$ cat src/rtl/nand_bd_pkg.sv
package nand_bd_pkg;
  typedef enum logic [1:0] {
    CYC_NONE = 2'd0,
    CYC_CMD  = 2'd1,
    CYC_ADDR = 2'd2,
    CYC_DIN  = 2'd3
  } cyc_e;

  typedef enum logic [3:0] {
    ST_IDLE,
    ST_RADDR,
    ST_RBUSY,
    ST_ROUT,
    ST_PADDR,
    ST_PDATA,
    ST_PBUSY,
    ST_EADDR,
    ST_EBUSY
  } state_e;

  localparam logic [7:0] CMD_READ     = 8'h00;
  localparam logic [7:0] CMD_PROG     = 8'h80;
  localparam logic [7:0] CMD_PROG_GO  = 8'h10;
  localparam logic [7:0] CMD_ERASE    = 8'h60;
  localparam logic [7:0] CMD_ERASE_GO = 8'hD0;
endpackage

$ cat src/rtl/nand_bd_sync.sv
module nand_bd_sync #(
  parameter int         W   = 6,
  parameter logic [W-1:0] RST = '0
) (
  input  logic         clk,
  input  logic         rst_n,
  input  logic [W-1:0] d,
  output logic [W-1:0] q
);
  logic [W-1:0] s1;

  always_ff @(posedge clk or negedge rst_n) begin
    if (!rst_n) begin
      s1 <= RST;
      q  <= RST;
    end else begin
      s1 <= d;
      q  <= s1;
    end
  end
endmodule

$ cat src/rtl/nand_bd_classify.sv
module nand_bd_classify
  import nand_bd_pkg::*;
(
  input  logic ce_n,
  input  logic cle,
  input  logic ale,
  input  logic re_n,
  output cyc_e cyc
);
  always_comb begin
    cyc = CYC_NONE;
    if (!ce_n && re_n) begin
      unique case ({cle, ale})
        2'b10:   cyc = CYC_CMD;
        2'b01:   cyc = CYC_ADDR;
        2'b00:   cyc = CYC_DIN;
        default: cyc = CYC_NONE;
      endcase
    end
  end
endmodule

$ cat src/rtl/nand_bd_addr.sv
module nand_bd_addr #(
  parameter int N_CYC = 4,
  localparam int ROW_W = 8 * (N_CYC - 1),
  localparam int CNT_W = $clog2(N_CYC + 1)
) (
  input  logic             clk,
  input  logic             rst_n,
  input  logic             clr,
  input  logic             wr,
  input  logic [7:0]       byte_in,
  output logic [7:0]       col,
  output logic [ROW_W-1:0] row,
  output logic             first,
  output logic             last,
  output logic             done
);
  logic [CNT_W-1:0] cnt;
  logic [7:0]       byte_q [N_CYC];

  always_ff @(posedge clk or negedge rst_n) begin
    if (!rst_n) begin
      cnt <= '0;
      for (int i = 0; i < N_CYC; i++) byte_q[i] <= '0;
    end else if (clr) begin
      cnt <= '0;
    end else if (wr && (cnt < CNT_W'(N_CYC))) begin
      for (int i = 0; i < N_CYC; i++) begin
        if (cnt == CNT_W'(i)) byte_q[i] <= byte_in;
      end
      cnt <= cnt + 1'b1;
    end
  end

  assign col = byte_q[0];

  genvar g;
  generate
    for (g = 1; g < N_CYC; g++) begin : g_row
      assign row[(g-1)*8 +: 8] = byte_q[g];
    end
  endgenerate

  assign first = (cnt == '0);
  assign last  = (cnt == CNT_W'(N_CYC - 1));
  assign done  = (cnt == CNT_W'(N_CYC));
endmodule

$ cat src/rtl/nand_bd_ctrl.sv
module nand_bd_ctrl
  import nand_bd_pkg::*;
#(
  parameter int BUS_W        = 16,
  parameter bit CE_DONT_CARE = 1'b0,
  parameter int RD_BUSY      = 20,
  parameter int PG_BUSY      = 60,
  parameter int ER_BUSY      = 50,
  localparam int MAX_B = (RD_BUSY > PG_BUSY) ?
                         ((RD_BUSY > ER_BUSY) ? RD_BUSY : ER_BUSY) :
                         ((PG_BUSY > ER_BUSY) ? PG_BUSY : ER_BUSY),
  localparam int BW = $clog2(MAX_B + 1)
) (
  input  logic             clk,
  input  logic             rst_n,
  input  logic             we_rise,
  input  logic             re_fall,
  input  logic             ce_s,
  input  logic             cle_s,
  input  logic             ale_s,
  input  logic             wp_s,
  input  cyc_e             cyc,
  input  logic [BUS_W-1:0] din,
  input  logic             a_first,
  input  logic             a_last,
  input  logic             a_done,
  input  logic [7:0]       a_col,
  output logic             a_clr,
  output logic             a_wr,
  output logic             rb,
  output logic [BUS_W-1:0] dout,
  output logic             dout_oe,
  output logic [1:0]       cyc_type,
  output logic [7:0]       cmd_byte,
  output logic             pb_wvalid,
  input  logic             pb_wready,
  output logic [BUS_W-1:0] pb_wdata,
  output logic [7:0]       pb_wcol,
  output logic [7:0]       pb_raddr,
  input  logic [BUS_W-1:0] pb_rdata,
  output logic             pgm_start,
  output logic             ers_start
);
  state_e        st;
  cyc_e          cyc_q;
  logic [BW-1:0] bcnt;
  logic [7:0]    col;
  logic          busy, acc, cmd_acc, addr_acc, din_acc, in_prog;
  logic [7:0]    cmd_b;

  assign busy     = (st == ST_RBUSY) || (st == ST_PBUSY) || (st == ST_EBUSY);
  assign acc      = we_rise && !busy;
  assign cmd_acc  = acc && (cyc == CYC_CMD);
  assign addr_acc = acc && (cyc == CYC_ADDR);
  assign din_acc  = acc && (cyc == CYC_DIN);
  assign in_prog  = (st == ST_PADDR) || (st == ST_PDATA);
  assign cmd_b    = din[7:0];
  assign a_clr    = cmd_acc;
  assign a_wr     = addr_acc;

  always_ff @(posedge clk or negedge rst_n) begin
    if (!rst_n) begin
      st        <= ST_IDLE;
      cyc_q     <= CYC_NONE;
      cmd_byte  <= '0;
      bcnt      <= '0;
      col       <= '0;
      pb_wvalid <= 1'b0;
      pb_wdata  <= '0;
      pb_wcol   <= '0;
      dout      <= '0;
      pgm_start <= 1'b0;
      ers_start <= 1'b0;
    end else begin
      pgm_start <= 1'b0;
      ers_start <= 1'b0;
      if (pb_wvalid && pb_wready) pb_wvalid <= 1'b0;
      if (acc) cyc_q <= cyc;

      if (cmd_acc) begin
        cmd_byte <= cmd_b;
        case (cmd_b)
          CMD_READ:  st <= ST_RADDR;
          CMD_PROG:  st <= wp_s ? ST_PADDR : ST_IDLE;
          CMD_ERASE: st <= wp_s ? ST_EADDR : ST_IDLE;
          CMD_PROG_GO: begin
            if (in_prog && a_done && wp_s) begin
              st        <= ST_PBUSY;
              bcnt      <= BW'(PG_BUSY - 1);
              pgm_start <= 1'b1;
            end else begin
              st <= ST_IDLE;
            end
          end
          CMD_ERASE_GO: begin
            if ((st == ST_EADDR) && a_done && wp_s) begin
              st        <= ST_EBUSY;
              bcnt      <= BW'(ER_BUSY - 1);
              ers_start <= 1'b1;
            end else begin
              st <= ST_IDLE;
            end
          end
          default: st <= ST_IDLE;
        endcase
      end else if (addr_acc) begin
        if (a_first) col <= cmd_b;
        if ((st == ST_RADDR) && a_last) begin
          st   <= ST_RBUSY;
          bcnt <= BW'(RD_BUSY - 1);
        end
      end else if (din_acc && in_prog && a_done) begin
        st        <= ST_PDATA;
        pb_wvalid <= 1'b1;
        pb_wdata  <= din;
        pb_wcol   <= col;
        col       <= col + 1'b1;
      end else begin
        case (st)
          ST_RBUSY: begin
            if (ce_s && !CE_DONT_CARE) st <= ST_IDLE;
            else if (bcnt == '0)       st <= ST_ROUT;
            else                       bcnt <= bcnt - 1'b1;
          end
          ST_PBUSY, ST_EBUSY: begin
            if (bcnt == '0) st <= ST_IDLE;
            else            bcnt <= bcnt - 1'b1;
          end
          ST_ROUT: begin
            if (re_fall && !ce_s) begin
              dout <= pb_rdata;
              col  <= col + 1'b1;
            end
          end
          default: ;
        endcase
      end
    end
  end

  assign rb       = !busy;
  assign dout_oe  = (st == ST_ROUT) && !ce_s && !cle_s && !ale_s;
  assign cyc_type = cyc_q;
  assign pb_raddr = col;
endmodule

$ cat src/rtl/nand_bus_decoder.sv
module nand_bus_decoder
  import nand_bd_pkg::*;
#(
  parameter int BUS_W         = 16,
  parameter bit LARGE_DENSITY = 1'b1,
  parameter bit CE_DONT_CARE  = 1'b0,
  parameter int RD_BUSY       = 20,
  parameter int PG_BUSY       = 60,
  parameter int ER_BUSY       = 50,
  localparam int N_ADDR = LARGE_DENSITY ? 4 : 3,
  localparam int ROW_W  = 8 * (N_ADDR - 1)
) (
  input  logic             clk,
  input  logic             rst_n,
  input  logic             ce_n,
  input  logic             cle,
  input  logic             ale,
  input  logic             re_n,
  input  logic             we_n,
  input  logic             wp_n,
  input  logic [BUS_W-1:0] din,
  output logic [BUS_W-1:0] dout,
  output logic             dout_oe,
  output logic             rb,
  output logic [1:0]       cyc_type,
  output logic [7:0]       cmd_byte,
  output logic [7:0]       addr_col,
  output logic [ROW_W-1:0] addr_row,
  output logic             pb_wvalid,
  input  logic             pb_wready,
  output logic [BUS_W-1:0] pb_wdata,
  output logic [7:0]       pb_wcol,
  output logic [7:0]       pb_raddr,
  input  logic [BUS_W-1:0] pb_rdata,
  output logic             pgm_start,
  output logic             ers_start
);
  logic [5:0]       ctl_s;
  logic [BUS_W-1:0] din_s;
  logic             ce_s, cle_s, ale_s, re_s, we_s, wp_s;
  logic             we_p, re_p, we_rise, re_fall;
  cyc_e             cyc;
  logic             a_clr, a_wr, a_first, a_last, a_done;

  nand_bd_sync #(.W(6), .RST(6'b111001)) u_ctl_sync (
    .clk(clk), .rst_n(rst_n),
    .d({wp_n, we_n, re_n, ale, cle, ce_n}),
    .q(ctl_s)
  );

  nand_bd_sync #(.W(BUS_W), .RST('0)) u_bus_sync (
    .clk(clk), .rst_n(rst_n), .d(din), .q(din_s)
  );

  assign {wp_s, we_s, re_s, ale_s, cle_s, ce_s} = ctl_s;

  always_ff @(posedge clk or negedge rst_n) begin
    if (!rst_n) begin
      we_p <= 1'b1;
      re_p <= 1'b1;
    end else begin
      we_p <= we_s;
      re_p <= re_s;
    end
  end

  assign we_rise = we_s && !we_p;
  assign re_fall = !re_s && re_p;

  nand_bd_classify u_cls (
    .ce_n(ce_s), .cle(cle_s), .ale(ale_s), .re_n(re_s), .cyc(cyc)
  );

  nand_bd_addr #(.N_CYC(N_ADDR)) u_addr (
    .clk(clk), .rst_n(rst_n), .clr(a_clr), .wr(a_wr),
    .byte_in(din_s[7:0]), .col(addr_col), .row(addr_row),
    .first(a_first), .last(a_last), .done(a_done)
  );

  nand_bd_ctrl #(
    .BUS_W(BUS_W), .CE_DONT_CARE(CE_DONT_CARE),
    .RD_BUSY(RD_BUSY), .PG_BUSY(PG_BUSY), .ER_BUSY(ER_BUSY)
  ) u_ctrl (
    .clk(clk), .rst_n(rst_n), .we_rise(we_rise), .re_fall(re_fall),
    .ce_s(ce_s), .cle_s(cle_s), .ale_s(ale_s), .wp_s(wp_s),
    .cyc(cyc), .din(din_s),
    .a_first(a_first), .a_last(a_last), .a_done(a_done), .a_col(addr_col),
    .a_clr(a_clr), .a_wr(a_wr),
    .rb(rb), .dout(dout), .dout_oe(dout_oe),
    .cyc_type(cyc_type), .cmd_byte(cmd_byte),
    .pb_wvalid(pb_wvalid), .pb_wready(pb_wready), .pb_wdata(pb_wdata),
    .pb_wcol(pb_wcol), .pb_raddr(pb_raddr), .pb_rdata(pb_rdata),
    .pgm_start(pgm_start), .ers_start(ers_start)
  );
endmodule

$ cat config.mk
export PLATFORM = sky130hd
export DESIGN_NAME = nand_bus_decoder
export DESIGN_NICKNAME = d
export VERILOG_FILES = /design/src/rtl/nand_bd_pkg.sv /design/src/rtl/nand_bd_sync.sv /design/src/rtl/nand_bd_classify.sv /design/src/rtl/nand_bd_addr.sv /design/src/rtl/nand_bd_ctrl.sv /design/src/rtl/nand_bus_decoder.sv
export SDC_FILE = /design/constraint.sdc
export NUM_CORES = 1
export LEC_CHECK = 0
export BUFFER_PORTS_ARGS = -buffer_cell sky130_fd_sc_hd__buf_2
export CORE_UTILIZATION = 54
export DETAILED_ROUTE_END_ITERATION = 7
export PLACE_DENSITY = 0.8
export SYNTH_ARGS = -nofsm -noshare
export SYNTH_HDL_FRONTEND = slang
export SYNTH_SLANG_ARGS = --single-unit
$ cat constraint.sdc
create_clock -name clk -period 3 [get_ports clk]
set_clock_uncertainty 0.2 [all_clocks]
set_input_delay 0.6 -clock clk [delete_from_list [all_inputs] [get_ports clk]]
set_output_delay 0.6 -clock clk [all_outputs]
set_load 0.01 [all_outputs]
==> results of run 1 <==
==> routing by layer <==
layer / global-route usage, % / wire [um] / part of all wire (%)
met5: 0 / 0 / 0
met4: 10.7 / 260 / 2.0
met3: 5.27 / 632 / 4.8
met2: 41.7 / 6820 / 52
met1: 29.8 / 5450 / 41
==> cells by family (layout without fill, tap and decap cells) <==
kind of cell / count (synthesis) / count (layout)
flip-flops: 152 / 152
adder cells (fa/ha/maj): 8 / 8
buffers and inverters: 31 / 214
AND/OR/NAND/NOR: 107 / 107
multiplexers: 79 / 79
AO/OA/AOI/OAI: 61 / 61
XOR/XNOR: 2 / 2
==> sequential cells by signal, indices dropped and copies added, names as in the netlist, 2 cells and up <==
register and cells:
u_addr.cnt 3, u_bus_sync.q 16, u_ctrl.pb_wcol 8, u_ctrl.pb_raddr 8, u_ctrl.cyc_type 2, u_ctrl.cmd_byte 8, u_ctrl.st 4, u_ctl_sync.q 6
u_addr.col 8, u_addr.row 24, u_ctrl.dout 16, u_ctl_sync.s1 6, u_ctrl.pb_wdata 16, u_bus_sync.s1 16, u_ctrl.bcnt 6
==> final timing paths <==
path                                                         to                       start  slack [ns]
worst max-delay path                                    dout_oe    u_ctrl.st[2]$_DFFE_PN0P_        0.21
worst min-delay path                 u_ctrl.pb_wvalid$_DFF_PN0_                   pb_wready        0.08
worst max register to register       u_ctrl.bcnt[4]$_DFFE_PN0P_   u_bus_sync.q[1]$_DFF_PN0_        0.40
worst min register to register        u_bus_sync.q[5]$_DFF_PN0_  u_bus_sync.s1[5]$_DFF_PN0_        0.15
max in group asynchronous       u_ctrl.pb_wdata[12]$_DFFE_PN0P_                       rst_n        1.65
min in group asynchronous       u_ctrl.pb_wdata[15]$_DFFE_PN0P_                       rst_n        0.23
==> final cells by class <==
cell class / count / area share [%]
clock buffer: 20 / 5.67
clock inverter: 11 / 1.30
inverter: 13 / 0.635
multi-input combinational: 257 / 27.2
sequential: 152 / 49.7
tap: 140 / 2.28
timing repair buffer: 170 / 13.2
==> layout by cell type, fill, tap and decap left out, types with 4 or more instances in the layout <==
cell	n
mux2_2	63
a31oi_1	5
a21oi_1	12
mux2i_1	7
nand2_1	37
ha_1	8
a21o_1	5
buf_2	134
nand3_1	5
mux2_4	8
nand2b_1	4
nand4_1	6
clkbuf_16	16
o21ai_0	10
inv_1	13
dlygate4sd3_1	23
and3_1	4
buf_4	11
nor2_1	18
dfrtp_1	142
clkinvlp_4	5
dfstp_2	10
==> worst max-delay path, cell delays in order, from the launching register on <==
cell and delay (ns):
dfrtp_1 0.51, nor4b_1 0.55, and3_1 0.27, buf_2 0.14
==> cells in the mapped netlist, types with 2 or more instances <==
cell type,count,area share (%)
clkbuf_1,8,0.50
mux2_2,63,12
nor3_1,2,0.17
nor4_2,2,0.41
nand3_1,5,0.41
dfstp_2,10,4.3
o211ai_1,3,0.37
o22a_2,3,0.50
ha_1,8,1.7
a21oi_1,12,0.99
nand3b_1,3,0.37
mux2i_1,7,1.2
dfrtp_1,142,59
a2bb2oi_1,2,0.29
o21ai_0,10,0.83
mux2_4,8,2.0
buf_6,3,0.56
o22ai_1,3,0.31
buf_1,2,0.12
nor4b_1,2,0.29
nand4b_1,2,0.29
nand2b_1,4,0.41
buf_2,4,0.33
a21o_1,5,0.62
nand4_1,6,0.62
o211a_1,2,0.33
a22oi_1,3,0.37
a31oi_1,5,0.52
nor4_1,3,0.31
o41ai_1,2,0.29
a32o_1,2,0.33
nand2_1,37,2.3
inv_1,13,0.81
and3_1,4,0.41
nor2_1,18,1.1
nand2_2,3,0.31
==> where the power goes <==
| group | internal, mW | leakage (nW) | switching (mW) | total (mW) |
|---|---|---|---|---|
| sequential | 2.37 | 1.93 | 0.272 | 2.65 |
| combinational | 0.576 | 1.75 | 0.601 | 1.18 |
| clock | 1.11 | 0.249 | 0.808 | 1.92 |
==> metrics by stage <==
stage	hold slack, ns	worst slack (ns)	power [mW]	util [%]	cells
floorplan	0.104	0.676	3.34	-	440
global placement	0.132	0.478	3.75	63.5	709
detailed placement	0.135	0.417	3.82	63.5	709
CTS	0.0703	0.224	5.78	70.5	763
global route	0.0826	0.0946	6.03	70.5	763
finish	0.0839	0.206	5.74	70.5	763
==> repair_timing <==
action / 4_1_cts / 5_1_grt
hold buffers: 23 / 0
endpoints found under the setup margin: 0 / 0
hold endpoints to repair: 28 / 0
==> impl_metrics.csv, run 1 <==
group,metric,value,unit
status,run_status,"finished clean",
clock_tree,clkTransAtPathRegs,0.06,ns
floorplanning,dieArea,11600,um^2
synth,synthAdderAreaFrac,1.66,%
sta,tns,0,ns
flow_run,maxCapViolations,0,
global_route,grt_pass1_vias,4190,
final_layout,n_antenna_cell,0,
worst_hold_path,hold_class,"primary input to flop",
floorplanning,die_w,108,um
final_layout,n_fill_cell,708,
clock_tree,clk_latency,0.53,ns
place,portBuffers,135,
clock_tree,cts_buffers,17,
final_layout,areaGrowthSynthToFinish,27.0,%
global_route,overflow,0,
sta,rsz0062_at_grt,"false",
synth,avgSynthCellArea,13.7,um^2
route,wl_per_cell,17.2,um
final_layout,final_area,7680,um^2
place,dp_hpwl,8.84,mm
final_layout,layout-drive-gt1-share,44.3,%
clock_tree,cts-htree-levels,4,
sta,finalCritPeriodShare,93.1,%
synth,synth_top_flop_cell,"dfrtp_1",
route,wl,13.2,mm
synth,synthSimpleGateAreaFrac,10.5,%
synth,synthCells,440,
synth,ys_seq_area_share,63.1,%
synth,synth-edff-count,0,
synth,ys_warn_count,0,
setup_path,r2r_cells,5,
synth,syn-cell-area,6050,um^2
route,dr.first_iter.drc_count,264,
place,placed_cell_area,6910,um^2
setup_path,worstPathRequired,2.20,ns
sta,maxSlewHeadroom,58.6,%
global_route,grtUsageTotal,24.4,%
final_layout,register_area,3820,um^2
sta,maxSlewViolCount,0,
sta,finalCriticalPeriod,2.79,ns
clock_tree,ctsResizeCount,0,
power_and_ir_drop,power_leakage,3.93,nW
route,firstDrtPassIters,5,
power_and_ir_drop,ir_worst_vdd,0.605,mV
place,place.gp.congestion,0.851,
synth,synth_top_family_by_area,"multiplexers",
synth,async_flop_share,100,%
clock_tree,post_cts_buffers,0,
sta,finalHoldViolCount,0,
global_route,antenna_found_initial,0,
floorplanning,start_util,55.5,%
synth,synth.distinct_cells,65,
global_route,grt_pass1_wl,21.1,mm
route,vias_per_cell,5.48,
setup_path,end_kind,"primary output",
sta,tightest_slew,0.619,ns
floorplanning,fp.dieH,108,um
power_and_ir_drop,powerDensity,748,nW/um^2
setup_path,cp-start-kind,"flop",
route,final_antenna_net_count,0,
final_layout,multiInputGateArea,2090,um^2
synth,synthMuxAreaShare,15.1,%
setup_path,critical_path_arrival,1.99,ns
final_layout,nNetsFinal,660,
global_route,grt_max_degree,103,
setup_path,crit_path_max_fanout,9,
floorplanning,num_rows,38,
setup_path,critPathKind,"flop to primary output",
clock_tree,cts.path.max_buffers,2,
synth,synth-xor-area-share,0.290,%
route,route.detailed.drc,0,
route,num_vias,4184,
sta,max_freq,358,MHz
synth,synth_compound_area_share,6.97,%
sta,setup_viol,0,
clock_tree,cts_tree,"yes",
clock_tree,cts_sinks,152,
clock_tree,cts-root-buf,"clkbuf_8",
worst_hold_path,min_path_cells,2,
floorplanning,coreArea,10900,um^2
floorplanning,ios,136,
synth,ys_ff_latch,152,
synth,syn-num-nets,489,
No activity file was read; power rests on OpenSTA's default activity.
==> run 2, diff against run 1 <==
CORE_UTILIZATION = 40   (was 54)
PLACE_DENSITY = default   (was 0.8)
==> impl_metrics.csv, run 2 (synthesis results as in run 1) <==
group,metric,value,unit
sta,max_freq,376,MHz
route,wl_met1,6.13,mm
clock_tree,cts_hold_buf,1,
clock_tree,clk_latency,0.41,ns
setup_path,cp-start-kind,"flop",
floorplanning,start_util,41.3,%
place,dp_hpwl,9.96,mm
setup_path,cp_slowest_cell,"nor4b_1",
sta,tns,0,ns
route,num_vias,4112,
route,met2RoutedLength,6.97,mm
power_and_ir_drop,ir_worst_vdd,0.383,mV
route,vias_per_cell,5.19,
clock_tree,clkTransAtPathRegs,0.06,ns
global_route,antenna_found_initial,0,
route,route.detailed.drc,6,
status,run_status,"finished, violations left",
route,wl,13.9,mm
final_layout,areaGrowthSynthToFinish,26.1,%
clock_tree,post_cts_buffers,0,
final_layout,n_antenna_cell,0,
sta,setup_viol,0,
sta,finalCriticalPeriod,2.66,ns
final_layout,register_area,3820,um^2
route,top_layer,"met4",
place,place.gp.congestion,0.874,
global_route,grt_max_degree,70,
setup_path,cp_slowest_stage_delay,0.52,ns
final_layout,finalNonFillerCells,792,
setup_path,critPathKind,"flop to primary output",
sta,rsz0062_at_grt,"false",
clock_tree,ctsResizeCount,0,
final_layout,layout-drive-gt1-share,46.7,%
floorplanning,coreArea,14600,um^2
worst_hold_path,hold_class,"primary input to flop",
power_and_ir_drop,powerDensity,780,nW/um^2
route,wl_met3,661,um
sta,finalHoldViolCount,0,
final_layout,final_common_cell,"dfrtp_1",
setup_path,end_kind,"primary output",
floorplanning,dieArea,15600,um^2
final_layout,n_fill_cell,1296,
clock_tree,cts_tree,"yes",
flow_run,maxCapViolations,0,
power_and_ir_drop,power_leakage,3.91,nW
floorplanning,num_rows,44,
floorplanning,fp.dieH,125,um
place,portBuffers,135,
setup_path,crit_path_max_fanout,9,
global_route,overflow,0,
route,firstDrtPassIters,8,
final_layout,final_area,7630,um^2
sta,maxSlewViolCount,0,
final_layout,final_cell_mix,"dfrtp_1 (142), buf_2 (134), mux2_2 (63)",
floorplanning,die_w,125,um
clock_tree,cts-htree-levels,4,
setup_path,critical_path_arrival,1.86,ns
clock_tree,cts-root-buf,"clkbuf_16",
setup_path,path_delay_family,"simple AND/OR/NAND/NOR gates",
route,final_antenna_net_count,0,
global_route,grt_pass1_vias,4181,
route,dr.first_iter.drc_count,286,
global_route,grt_pass1_wl,22.6,mm
global_route,grtUsageTotal,18.9,%
final_layout,multiInputGateArea,2090,um^2
setup_path,worstPathRequired,2.20,ns
final_layout,largest_register_ffs,24,
clock_tree,cts.path.max_buffers,2,
setup_path,path_cells,"nor4b_1 -> and3_1 -> buf_2",
floorplanning,ios,136,
setup_path,cp.buffers_inverters,1,
sta,tightest_slew,0.739,ns
place,placed_cell_area,7010,um^2
sta,finalCritPeriodShare,88.6,%
clock_tree,cts_buffers,17,
place,numPlacedInstances,759,
clock_tree,cts_sinks,152,
route,wl_per_cell,17.6,um
sta,maxSlewHeadroom,50.3,%
final_layout,nNetsFinal,644,
status,violations,"design-rule violations",
-- run 2: cell types whose count changed in the layout (fill, tap and decap cells not counted) --
cell | previous run | this run
bufinv_16 | 1 | 2
clkinv_2 | 3 | 2
clkbuf_16 | 16 | 17
inv_6 | 1 | 0
buf_4 | 11 | 17
clkinvlp_4 | 5 | 3
clkbuf_1 | 2 | 1
clkinv_4 | 1 | 3
dlygate4sd3_1 | 23 | 1
clkbuf_8 | 2 | 4
-- run 2: layout make-up --
| cell class | instances | share of cell area, % |
|---|---|---|
| timing repair buffer | 154 | 11.0 |
| clock inverter | 10 | 1.56 |
| tap | 184 | 3.02 |
| multi-input combinational | 257 | 27.4 |
| inverter | 13 | 0.640 |
| clock buffer | 22 | 6.35 |
| sequential | 152 | 50.0 |
-- run 2: worst paths after layout --
check                           slack [ns]                          end  cells after the start                  startpoint
worst max register to register        0.35     u_ctrl.st[0]$_DFFE_PN0P_                      4   u_ctl_sync.q[4]$_DFF_PN1_
worst max-delay path                  0.34                      dout_oe                      3    u_ctrl.st[2]$_DFFE_PN0P_
max in group asynchronous             1.18  u_ctrl.dout[13]$_DFFE_PN0P_                      3                       rst_n
worst min-delay path                  0.09   u_ctl_sync.s1[3]$_DFF_PN1_                      1                        re_n
min in group asynchronous             0.56   u_bus_sync.s1[3]$_DFF_PN0_                      2                       rst_n
worst min register to register        0.15    u_ctl_sync.q[2]$_DFF_PN0_                      0  u_ctl_sync.s1[2]$_DFF_PN0_
-- run 2: power by group --
part	leakage, nW	switching [mW]	total [mW]	internal, mW
Combinational	1.68	0.608	1.18	0.570
Clock	0.288	0.816	2.13	1.31
Sequential	1.93	0.265	2.64	2.37
Total	3.91	1.69	5.95	4.26
-- run 2: stage by stage --
stage	hold slack (ns)	total power, mW	utilization, %	worst slack, ns
floorplan	0.104	3.34	-	0.676
global placement	0.132	3.82	47.9	0.446
detailed placement	0.135	3.85	47.9	0.392
CTS	0.0656	6.01	52.1	0.352
global route	0.0661	6.24	52.1	0.200
finish	0.0852	5.95	52.1	0.343
-- run 2: layer usage --
layer / vias up / GRT usage, %
li1: 1873 / -
met1: 2107 / 25.0
met2: 118 / 30.2
met3: 14 / 4.66
met4: 0 / 7.10
met5: - / 0
==> run 3, diff against run 2 <==
clock period = 2.57 ns   (was 3 ns; I/O delays follow)
==> impl_metrics.csv, run 3 (synthesis results as in run 1) <==
group,metric,value,unit
setup_path,crit_path_max_fanout,5,
final_layout,final_cell_mix,"dfrtp_1 (141), buf_2 (134), mux2_2 (63)",
sta,postLayoutSetupSlackWorst,0.0880,ns
flow_run,maxCapViolations,0,
floorplanning,dieArea,15600,um^2
clock_tree,cts_tree,"yes",
sta,finalCritPeriodShare,96.6,%
final_layout,layout-drive-gt1-share,46.8,%
place,numPlacedInstances,771,
global_route,grt_util_met3,5.05,%
route,firstDrtPassIters,8,
setup_path,cp-start-kind,"flop",
route,vias_per_cell,5.05,
sta,finalCriticalPeriod,2.48,ns
setup_path,cp_slowest_stage_delay,0.51,ns
power_and_ir_drop,powerDensity,856,nW/um^2
global_route,antenna_found_initial,0,
sta,maxSlewHeadroom,60.4,%
floorplanning,coreArea,14600,um^2
setup_path,end_kind,"primary output",
global_route,grt_util_met2,31.3,%
global_route,grt_pass1_wl,23.0,mm
final_layout,nNetsFinal,676,
power_and_ir_drop,ir_worst_vdd,0.496,mV
status,violations,"design-rule violations",
setup_path,path_cells,"nor4b_4 -> nor2_1 -> buf_2",
floorplanning,die_w,125,um
setup_path,cp.buffers_inverters,1,
global_route,use_met1,24.7,%
sta,tightest_slew,0.588,ns
place,dp_slack,0.0237,ns
power_and_ir_drop,power_leakage,4.03,nW
route,final_antenna_net_count,0,
global_route,grt-busiest-layer,"met2",
place,portBuffers,135,
sta,setup_viol,0,
floorplanning,start_util,41.3,%
sta,tns,0,ns
final_layout,n_antenna_cell,0,
setup_path,critical_path_arrival,1.77,ns
status,run_status,"finished, violations left",
route,dr.first_iter.drc_count,163,
clock_tree,cts_sinks,152,
route,route.detailed.drc,6,
global_route,overflow,0,
sta,max_freq,403,MHz
final_layout,utilization,53.8,%
route,wl,13.8,mm
clock_tree,clkTransAtPathRegs,0.06,ns
final_layout,largest_register_ffs,24,
clock_tree,cts_buffers,17,
clock_tree,cts-htree-levels,4,
global_route,grtUsageTotal,19.1,%
global_route,grt_pass1_vias,4366,
sta,finalHoldViolCount,0,
final_layout,finalNonFillerCells,823,
final_layout,areaGrowthSynthToFinish,30.3,%
floorplanning,ios,136,
setup_path,critPathKind,"flop to primary output",
route,wl_per_cell,16.8,um
worst_hold_path,hold_class,"primary input to flop",
floorplanning,num_rows,44,
power_and_ir_drop,p_total,6.75,mW
place,dp_hpwl,9.88,mm
clock_tree,cts-root-buf,"clkbuf_16",
final_layout,final_common_cell,"dfrtp_1",
clock_tree,clk_latency,0.42,ns
setup_path,cp_slowest_cell,"nor4b_4",
floorplanning,fp.dieH,125,um
clock_tree,cts.path.max_buffers,2,
sta,maxSlewViolCount,0,
place,place.gp.congestion,0.901,
route,num_vias,4156,
global_route,grt_max_degree,54,
clock_tree,post_cts_buffers,0,
setup_path,path_delay_family,"simple AND/OR/NAND/NOR gates",
setup_path,worstPathRequired,1.86,ns
sta,rsz0062_at_grt,"false",
==> run 3: layout make-up <==
class,count,area [um^2]
multi-input cells,257,2110
inverters,13,48.8
repair buffers,186,1130
flip-flops and latches,152,3820
well taps,184,230
fillers,1295,6770
clock inverters,10,72.6
clock buffers,21,470
==> run 3: metrics by stage <==
| stage | cell area (um^2) | hold WS (ns) |
|---|---|---|
| floorplan | 6050 | 0.0184 |
| global placement | 7100 | 0.132 |
| detailed placement | 7100 | 0.139 |
| CTS | 7850 | 0.00308 |
| global route | 7880 | 0.00359 |
| finish | 7880 | 0.0172 |
==> run 3: path summary, 6_finish.rpt <==
check | start | end | slack [ns] | depth (start not counted)
worst max-delay path | u_ctrl.st[0]$_DFFE_PN0P_ | rb | 0.09 | 3
worst min-delay path | din[6] | u_bus_sync.s1[6]$_DFF_PN0_ | 0.02 | 1
worst max register to register | u_ctrl.st[1]$_DFFE_PN0P_ | u_addr.row[18]$_DFFE_PN0P_ | 0.10 | 5
worst min register to register | u_bus_sync.s1[5]$_DFF_PN0_ | u_bus_sync.q[5]$_DFF_PN0_ | 0.15 | 0
max in group asynchronous | rst_n | u_ctl_sync.q[5]$_DFF_PN1_ | 1.11 | 3
min in group asynchronous | rst_n | u_addr.row[10]$_DFFE_PN0P_ | 0.38 | 2
==> run 3: repair_timing <==
action | 4_1_cts | 5_1_grt
gates resized for setup | 0 | 5
hold buffers | 20 | 1
endpoints found under the hold margin | 53 | 1
endpoints found under the setup margin | 0 | 10
==> run 3: layer usage <==
layer  vias to the layer above  routed length, um  share of wire, %
met1                      2110               6110                44
met4                         0                159               1.2
met2                        92               6970                50
met5                         -                  0                 0
li1                       1942                  -                 -
met3                        12                581               4.2
==> run 3: power by group <==
| group | switching, mW | leakage [nW] | internal, mW |
|---|---|---|---|
| Combinational | 0.722 | 1.83 | 0.705 |
| Sequential | 0.292 | 1.93 | 2.77 |
| Clock | 0.951 | 0.261 | 1.31 |
